### src/rtl/mbx_pkg.sv
package mbx_pkg;

  typedef enum logic [1:0] {
    WIN_NONE = 2'd0,
    WIN_SET  = 2'd1,
    WIN_CLR  = 2'd2
  } mbx_win_e;

  // Two top address bits choose the window: 2'b10 merge, 2'b11 clear/read.
  function automatic mbx_win_e win_decode(input logic [1:0] sel);
    case (sel)
      2'b10:   win_decode = WIN_SET;
      2'b11:   win_decode = WIN_CLR;
      default: win_decode = WIN_NONE;
    endcase
  endfunction

endpackage

### src/rtl/mbx_decode.sv
module mbx_decode
  import mbx_pkg::*;
#(
  parameter int NUM_MBX = 16,
  parameter int IDX_W   = $clog2(NUM_MBX),
  parameter int ADDR_W  = IDX_W + 4
) (
  input  logic               valid,
  input  logic               write,
  input  logic [ADDR_W-1:0]  addr,
  output logic [NUM_MBX-1:0] set_hit,
  output logic [NUM_MBX-1:0] clr_hit,
  output logic               rd_any,
  output logic               rd_sel,
  output logic [IDX_W-1:0]   rd_idx
);

  mbx_win_e   win;
  logic [IDX_W-1:0] idx;
  logic [1:0] unused_lsb;

  assign unused_lsb = addr[1:0];
  assign win        = win_decode(addr[ADDR_W-1 -: 2]);
  assign idx        = addr[2 +: IDX_W];

  always_comb begin
    set_hit = '0;
    clr_hit = '0;
    if (valid && write && win == WIN_SET) set_hit = NUM_MBX'(1) << idx;
    if (valid && write && win == WIN_CLR) clr_hit = NUM_MBX'(1) << idx;
  end

  assign rd_any = valid && !write;
  assign rd_sel = rd_any && (win == WIN_CLR);
  assign rd_idx = idx;

endmodule

### src/rtl/mbx_word.sv
module mbx_word #(
  parameter int DATA_W = 32
) (
  input  logic              clk,
  input  logic              rst_n,
  input  logic              set_en,
  input  logic              clr_en,
  input  logic [DATA_W-1:0] wdata,
  output logic [DATA_W-1:0] q,
  output logic              pend
);

  // Merge rule: clear first, then set, so a set wins on a shared bit.
  function automatic logic [DATA_W-1:0] word_next(
    input logic [DATA_W-1:0] cur,
    input logic [DATA_W-1:0] set_m,
    input logic [DATA_W-1:0] clr_m
  );
    word_next = (cur & ~clr_m) | set_m;
  endfunction

  always_ff @(posedge clk or negedge rst_n) begin
    if (!rst_n) begin
      q <= '0;
    end else if (set_en || clr_en) begin
      q <= word_next(q, set_en ? wdata : '0, clr_en ? wdata : '0);
    end
  end

  assign pend = |q;

endmodule

### src/rtl/mbx_rdport.sv
module mbx_rdport #(
  parameter int NUM_MBX = 16,
  parameter int DATA_W  = 32,
  parameter int IDX_W   = $clog2(NUM_MBX)
) (
  input  logic                      clk,
  input  logic                      rst_n,
  input  logic                      rd_any,
  input  logic                      rd_sel,
  input  logic [IDX_W-1:0]          rd_idx,
  input  logic [NUM_MBX*DATA_W-1:0] words,
  output logic [DATA_W-1:0]         rdata
);

  always_ff @(posedge clk or negedge rst_n) begin
    if (!rst_n) begin
      rdata <= '0;
    end else if (rd_any) begin
      rdata <= rd_sel ? words[rd_idx*DATA_W +: DATA_W] : '0;
    end
  end

endmodule

### src/rtl/mbx_bank.sv
module mbx_bank #(
  parameter int NUM_CORES = 4,
  parameter int SLOTS     = 4,
  parameter int DATA_W    = 32,
  parameter int NUM_MBX   = NUM_CORES * SLOTS,
  parameter int IDX_W     = $clog2(NUM_MBX),
  parameter int ADDR_W    = IDX_W + 4
) (
  input  logic               clk,
  input  logic               rst_n,
  input  logic               bus_valid,
  input  logic               bus_write,
  input  logic [ADDR_W-1:0]  bus_addr,
  input  logic [DATA_W-1:0]  bus_wdata,
  output logic [DATA_W-1:0]  bus_rdata,
  output logic [NUM_MBX-1:0] pending
);

  logic [NUM_MBX-1:0]        set_hit;
  logic [NUM_MBX-1:0]        clr_hit;
  logic                      rd_any;
  logic                      rd_sel;
  logic [IDX_W-1:0]          rd_idx;
  logic [NUM_MBX*DATA_W-1:0] words;

  mbx_decode #(.NUM_MBX(NUM_MBX), .IDX_W(IDX_W), .ADDR_W(ADDR_W)) u_dec (
    .valid   (bus_valid),
    .write   (bus_write),
    .addr    (bus_addr),
    .set_hit (set_hit),
    .clr_hit (clr_hit),
    .rd_any  (rd_any),
    .rd_sel  (rd_sel),
    .rd_idx  (rd_idx)
  );

  for (genvar k = 0; k < NUM_MBX; k++) begin : g_word
    mbx_word #(.DATA_W(DATA_W)) u_word (
      .clk    (clk),
      .rst_n  (rst_n),
      .set_en (set_hit[k]),
      .clr_en (clr_hit[k]),
      .wdata  (bus_wdata),
      .q      (words[k*DATA_W +: DATA_W]),
      .pend   (pending[k])
    );
  end

  mbx_rdport #(.NUM_MBX(NUM_MBX), .DATA_W(DATA_W), .IDX_W(IDX_W)) u_rd (
    .clk    (clk),
    .rst_n  (rst_n),
    .rd_any (rd_any),
    .rd_sel (rd_sel),
    .rd_idx (rd_idx),
    .words  (words),
    .rdata  (bus_rdata)
  );

endmodule

### config.mk
export PLATFORM = sky130hd
export DESIGN_NAME = mbx_bank
export DESIGN_NICKNAME = d
export VERILOG_FILES = /design/src/rtl/mbx_pkg.sv /design/src/rtl/mbx_decode.sv /design/src/rtl/mbx_word.sv /design/src/rtl/mbx_rdport.sv /design/src/rtl/mbx_bank.sv
export SDC_FILE = /design/constraint.sdc
export NUM_CORES = 1
export LEC_CHECK = 0
export BUFFER_PORTS_ARGS = -buffer_cell sky130_fd_sc_hd__buf_2
export CAP_MARGIN = 20
export CORE_ASPECT_RATIO = 1.4
export CORE_MARGIN = 4
export CORE_UTILIZATION = 45
export DETAILED_ROUTE_END_ITERATION = 16
export GPL_TIMING_DRIVEN = 0
export PLACE_DENSITY_LB_ADDON = 0.08
export SYNTH_ARGS = -nofsm -noshare
export SYNTH_HDL_FRONTEND = slang
export SYNTH_SLANG_ARGS = --single-unit
### constraint.sdc
create_clock -name clk -period 2.9 [get_ports clk]
set_clock_uncertainty 0.1 [all_clocks]
set_input_delay 0.29 -clock clk [delete_from_list [all_inputs] [get_ports clk]]
set_output_delay 0.29 -clock clk [all_outputs]
set_load 0.02 [all_outputs]
==> metrics.md, run 1 <==
| Metric | Value |
|---|---|
| Status | `finished with violations` |
| Failing checks | `negative setup slack` |
| Vias | `24.8k` |
| Sequential-to-total area share from yosys stat | `50.3%` |
| End of the critical path | `pending[15]` |
| Sink Count | `544` |
| Synth top cells by count | `nand2_1, dfrtp_1, a22o_1` |
| Combinational share of power | `15.7%` |
| Max_slew headroom | `19.2%` |
| Die ar. | `64200 sq um` |
| Sw Ratio | `29.4%` |
| Clock buffer depth | `3` |
| Async SR Flop Fraction | `100%` |
| Syn Nets | `2537` |
| Starting density of the core | `45.4%` |
| Worst skew pair latency | `630 ps` |
| Reg-to-Reg End | `u_rd.rdata[9]$_DFFE_PN0N_` |
| Final global-route overflow total | `0` |
| Mean Syn Cell Area | `10.9 sq um` |
| Yosys top cell area share | `50.3%` |
| Vias/cell | `7.12` |
| Net switching power | `0.00590 W` |
| Final WL | `131 mm` |
| Synthesized area | `27100 sq um` |
| Crit-path leading delay family | `simple AND/OR/NAND/NOR gates` |
| Gr usage total | `39.7%` |
| Port Buf Inserts | `86` |
| Startpoint Class | `flip-flop` |
| Share of layout cells above drive strength 1 | `19.5%` |
| Drt pass-1 iters | `6` |
| DR WL/cell | `37.6 um` |
| Ys flop type | `dfrtp_1` |
| Reg2reg setup slack | `1050 ps` |
| Leak pwr | `13.8 nW` |
| Crit path max-delay cell type | `nor4_1` |
| CTS Buf Count | `56` |
| Max-cap viol count | `0` |
| H-tree depth | `2` |
| Setup TNS | `-115 ps` |
| CTS tree | `done` |
| Crit path cell chain | `nor4_1 > nand4_1 > or2_2 > buf_4 > buf_2` |
| Worst R2R Path Depth | `4` |
| Share of power burned in registers | `44.3%` |
| Post-DP HPWL | `97.9 mm` |
| DRT iter0 DRCs | `3671` |
| Final Util | `52.1%` |
| Final min period | `2990 ps` |
| Count leader, synth | `nand2_1` |
| Worst r2r src | `g_word[2].u_word.q[9]$_DFFE_PN0P_` |
| Yosys reg bits | `544` |
| Crit end category | `output port` |
| Clock share of power | `39.9%` |
| Clk slew on worst S/H paths | `70 ps` |
| Largest net degree at the start of global routing | `116` |
| Pint | `0.0142 W` |
| Syn. warnings | `0` |
| WHS | `88.6 ps` |
| Min-Delay Path Class | `in -> async` |
| Die H | `298 um` |
| Dpl cells | `3343` |
| Fin. max-slew vios | `0` |
| First-pass GRT wire length | `182 mm` |
| Fin. Hold Viols | `0` |
| Maximum VDD drop | `0.467 mV` |
| CP arrival | `2600 ps` |
| Cells after synthesis | `2493` |
| Crit-path max cell delay | `470 ps` |
| Final std cells w/o fill | `3479` |
| Final nets | `2722` |
| Synth area leaders | `dfrtp_1, a22o_1, nand2_1, mux4_2, nor4_1` |
| Worst path buffer plus inverter count | `2` |
| Slew @ Worst Pin | `1210 ps` |
| DRC | `0` |
| Core box area | `59700 sq um` |
| DP Worst Slack | `-185 ps` |
| Layout area overhead | `14.9%` |
| Unrepaired setup endpoints after global routing | `false` |
| # IOs | `92` |
| Post-synth cell types | `49` |
| Number of flops mapped to enable cells by yosys | `0` |
| Power Density | `645 nW/um^2` |
| Floorplan row count | `106` |
| Horiz. Die Dim | `215 um` |
| Critical Setup Path Class | `reg -> out` |
| Final Cycle Share | `103%` |
| Dominant cell type by area after synthesis | `dfrtp_1` |
| Root Buffer | `clkbuf_16` |
| Number of global-route vias before repair | `24.6k` |
| Final setup violation count | `3` |
| CP required | `2510 ps` |
| Initial antenna violation count | `5` |
| Critical Path Fanout Max | `3` |
| Final ANT Viol Nets | `0` |
| Routability cong. | `1.01` |
| Setup crit start | `g_word[15].u_word.q[22]$_DFFE_PN0P_` |
| Fmax | `335 MHz` |
| WP depth | `5` |
| Final setup margin | `-88.4 ps` |
per-layer routing:
layer / vias to the layer above / track usage [%] / routed length (um)
met1: 12600 / 47.4 / 45600
met3: 555 / 8.10 / 12200
met5: - / 0 / 60
met2: 1847 / 63.1 / 60100
met4: 8 / 30.1 / 12700
li1: 9793 / - / -
worst reg2reg max path, cell delays in order, from the launching register on:
cell	delay (ps)
dfrtp_1	450
mux4_2	490
mux2_2	330
a22oi_1	180
o31ai_1	120
state kept, by name, indices dropped and copies added (netlist names):
name / flops
u_rd.rdata: 32
g_word.u_word.q: 512
cell type report:
type	instances	area, sq um
fill	5399	28600
sequential	544	13600
multi-input combinational	1673	12200
clock buffer	84	1740
buffer	273	1400
tap	756	946
timing repair buffer	127	931
clock inverter	16	260
inverter	3	11.3
antenna	3	7.51
worst min path at each step:
stage                          startpoint                                  to  slack (ps)  cells after the start
2_1_floorplan                       rst_n   g_word[0].u_word.q[0]$_DFFE_PN0P_        -110                      0
3_3_place_gp   u_rd.rdata[28]$_DFFE_PN0N_          u_rd.rdata[28]$_DFFE_PN0N_         380                      1
3_5_place_dp                        rst_n  g_word[4].u_word.q[27]$_DFFE_PN0P_         170                      1
4_1_cts                             rst_n  g_word[6].u_word.q[29]$_DFFE_PN0P_         110                      2
5_1_grt                             rst_n  g_word[4].u_word.q[27]$_DFFE_PN0P_         150                      2
6_report                            rst_n  g_word[4].u_word.q[27]$_DFFE_PN0P_          90                      2
what timing repair did:
action | CTS | global route
setup endpoints to repair | 6 | 11
hold buffers | 33 | 0
pin swaps | 3 | 2
setup buffers | 0 | 0
gates resized for setup | 8 | 15
hold endpoints to repair | 182 | 0
power by group through the flow:
stage               clock (W)  combinational, W  sequential, W
finish                0.00802           0.00316        0.00891
global route          0.00832           0.00326        0.00893
CTS                   0.00802           0.00305        0.00885
detailed placement          0           0.00300        0.00897
global placement            0           0.00295        0.00897
floorplan                   0           0.00173        0.00870
through the flow:
stage                     cell area, sq um  total power, W
after floorplan                      27100          0.0104
after global placement               28500          0.0119
after detailed placement             28600          0.0120
after CTS                            31000          0.0199
after global routing                 31100          0.0205
final                                31100          0.0201
placed cells by master, fill, tap and decap left out, types with 7 or more instances in the layout:
cell type,netlist,layout
a2111oi_0,8,8
a211o_1,7,7
a211oi_1,8,8
a21oi_1,16,16
a221o_1,11,11
a221oi_1,9,9
a22o_1,521,521
a22oi_1,11,11
a2bb2oi_1,7,7
buf_2,126,211
buf_4,30,30
buf_6,14,14
bufinv_16,0,7
clkbuf_1,103,109
clkbuf_16,0,57
clkbuf_8,0,21
clkinv_2,0,7
dfrtp_1,544,544
dlygate4sd3_1,0,33
mux2_2,56,56
mux2i_1,47,47
mux4_2,58,58
nand2_1,563,563
nand2b_1,7,7
nand4_1,32,32
nor2_1,30,30
nor2b_1,10,10
nor3_4,7,7
nor4_1,128,108
nor4_2,3,20
o211ai_1,11,11
o221ai_1,19,19
o22a_1,9,9
o22ai_1,32,32
or2_2,23,23
cells by family after synthesis:
group	share of synthesized area, %
simple gates	14.1
compound gates	21.5
flops	50.3
buf+inv	5.21
mux	8.89
No activity file was read; power rests on OpenSTA's default activity.
==> run 2: changes to the inputs <==
- REMOVE_ABC_BUFFERS: not set -> 1
==> metrics.md, run 2 (synthesis gave the netlist of run 1 again) <==
| Metric | Value |
|---|---|
| Status | `complete, no violations` |
| Regs by FF count | `g_word.u_word.q x512, u_rd.rdata x32` |
| Drt pass-1 iters | `6 (unchanged)` |
| Clock buffer depth | `3 (unchanged)` |
| Vias | `21.4k (-14%)` |
| Number of global-route vias before repair | `20.6k (-16%)` |
| DRT iter0 DRCs | `2452 (-33%)` |
| Post-DP HPWL | `62.5 mm (-36%)` |
| Die ar. | `64200 sq um (unchanged)` |
| Crit end category | `output port` |
| Hold path depth | `3` |
| Biggest register | `g_word.u_word.q` |
| Most frequent cells in the layout | `nand2_1, dfrtp_1, a22o_1` |
| Gr usage total | `28.2% (-11 points)` |
| Critical Path Fanout Max | `3 (unchanged)` |
| Power Density | `632 nW/um^2 (-2.1%)` |
| H-tree depth | `2 (unchanged)` |
| Routing usage on met1 | `39.9% (-7.5 points)` |
| # IOs | `92 (unchanged)` |
| Hold path startpoint | `bus_wdata[22]` |
| Floorplan row count | `106 (unchanged)` |
| Share of layout cells above drive strength 1 | `16.9% (-2.6 points)` |
| CTS tree | `done` |
| Worst r2r src | `g_word[13].u_word.q[8]$_DFFE_PN0P_` |
| CP arrival | `2450 ps (-150 ps)` |
| Max-cap viol count | `0 (unchanged)` |
| Multi-input logic area | `12400 sq um (+1.3%)` |
| Most common cell after layout, fill and taps aside | `nand2_1` |
| Final setup violation count | `0 (-3)` |
| # diodes | `0 (-3)` |
| Final Cycle Share | `97.9% (-5.2 points)` |
| Vias/cell | `6.64 (-6.8%)` |
| DR WL/cell | `28.7 um (-23%)` |
| Max reg flops | `512 (unchanged)` |
| Fmax | `352 MHz (+5.3%)` |
| Horiz. Die Dim | `215 um (unchanged)` |
| Final min period | `2840 ps (-150 ps)` |
| Unrepaired setup endpoints after global routing | `false` |
| CTS Buf Count | `57 (+1.8%)` |
| Clk slew on worst S/H paths | `60 ps (about the same)` |
| Worst R2R Path Depth | `4 (unchanged)` |
| Max_slew headroom | `29.6% (+10 points)` |
| Port Buf Inserts | `89 (+3.5%)` |
| Die H | `298 um (unchanged)` |
| Layout area overhead | `11.9%` |
| Reg2reg setup slack | `1010 ps (-40 ps)` |
| Starting density of the core | `45.4% (unchanged)` |
| Register area | `13600 sq um (unchanged)` |
| CP required | `2510 ps (about the same)` |
| Root Buffer | `clkbuf_16` |
| Final global-route overflow total | `0 (unchanged)` |
| Slew @ Worst Pin | `1050 ps (-154 ps)` |
| Fillers | `5251 (-2.7%)` |
| Final Util | `50.8% (-1.3 points)` |
| Fin. Hold Viols | `0 (unchanged)` |
| Routability cong. | `0.843 (-17%)` |
| Reg-to-Reg End | `u_rd.rdata[8]$_DFFE_PN0N_` |
| Final ANT Viol Nets | `0 (unchanged)` |
| First-pass GRT wire length | `140 mm (-23%)` |
| Fin. max-slew vios | `0 (unchanged)` |
| Sink Count | `544 (unchanged)` |
| Maximum VDD drop | `0.487 mV (+4.3%)` |
| DRC | `0 (unchanged)` |
| Startpoint Class | `flip-flop` |
| Met2 usage | `46.1% (-17 points)` |
| Core box area | `59700 sq um (unchanged)` |
| Final WL | `92.7 mm (-29%)` |
| Critical Setup Path Class | `reg -> out` |
| Largest net degree at the start of global routing | `121 (+4.3%)` |
| Initial antenna violation count | `0 (-5)` |
| Min-Delay Path Class | `in -> reg` |
| Hold path endpoint | `g_word[6].u_word.q[22]$_DFFE_PN0P_` |
| Final nets | `2468 (-9.3%)` |
| GR Util met3 | `3.32% (-4.8 points)` |
| Leak pwr | `13.1 nW (-5.2%)` |
| WHS | `115 ps (+26.3 ps)` |
| Busiest grt layer | `met2` |
| Worst skew pair latency | `620 ps (about the same)` |
## run 2: cell types whose count changed in the layout (fill, tap and decap cells not counted), sizes merged
cell,delta
buf,-121
bufinv,-2
clkbuf,-94
clkinv,-2
clkinvlp,-1
diode,-3
dlygate4sd3,-31
## run 2: area by class of cell
class                   count  area share, %
well taps                 756           3.12
repair buffers            145           4.87
clock buffers              93           5.65
multi-input cells        1673           40.8
clock inverters            11          0.607
flip-flops and latches    544           44.9
inverters                   3         0.0495
## run 2: routing by layer
| layer | vias to the layer above | wire (um) |
|---|---|---|
| met3 | 132 | 5860 |
| met2 | 867 | 45000 |
| met4 | 0 | 2840 |
| met5 | - | 0 |
| met1 | 11100 | 39000 |
| li1 | 9278 | - |
## run 2: metrics by stage
stage	std cells	area, sq um	TNS [ps]	total power, W	setup slack (ps)
3_5_place_dp	3106	28100	-249200	0.0116	-950
2_1_floorplan	2220	25700	0	0.0101	167
4_1_cts	3220	30200	0	0.0192	3.06
3_3_place_gp	3065	27100	-7763480	0.0115	-9970
6_report	3225	30300	0	0.0192	61.7
5_1_grt	3225	30300	0	0.0198	8.05
## run 2: power breakdown
| group | switching (W) | total [W] | internal [W] |
|---|---|---|---|
| clock network | 0.00318 | 0.00763 | 0.00445 |
| logic | 0.00157 | 0.00273 | 0.00116 |
| registers | 0.000600 | 0.00880 | 0.00820 |
## run 2: worst max path at each step
stage | start | end | slack (ps) | depth (start not counted)
floorplan | bus_addr[6] | g_word[4].u_word.q[30]$_DFFE_PN0P_ | 170 | 4
global placement | rst_n | g_word[0].u_word.q[27]$_DFFE_PN0P_ | -9970 | 1
detailed placement | bus_addr[2] | g_word[1].u_word.q[31]$_DFFE_PN0P_ | -950 | 7
CTS | g_word[15].u_word.q[24]$_DFFE_PN0P_ | pending[15] | 3 | 4
global route | g_word[4].u_word.q[5]$_DFFE_PN0P_ | pending[4] | 8 | 4
finish | g_word[0].u_word.q[4]$_DFFE_PN0P_ | pending[0] | 60 | 4
## run 2: critical path, stage by stage, from the launching register on
cell and delay, ps:
dfrtp_1 400, nor4_1 500, nand4_1 330, or2_2 420, buf_2 170
## run 2: timing repair
| item | CTS | global route |
|---|---|---|
| endpoints found under the hold margin | 232 | 0 |
| gates resized for setup | 21 | 2 |
| buffers inserted | 8 | 3 |
| pin swaps | 7 | 1 |
| setup endpoints to repair | 173 | 33 |
| hold buffers | 2 | 0 |
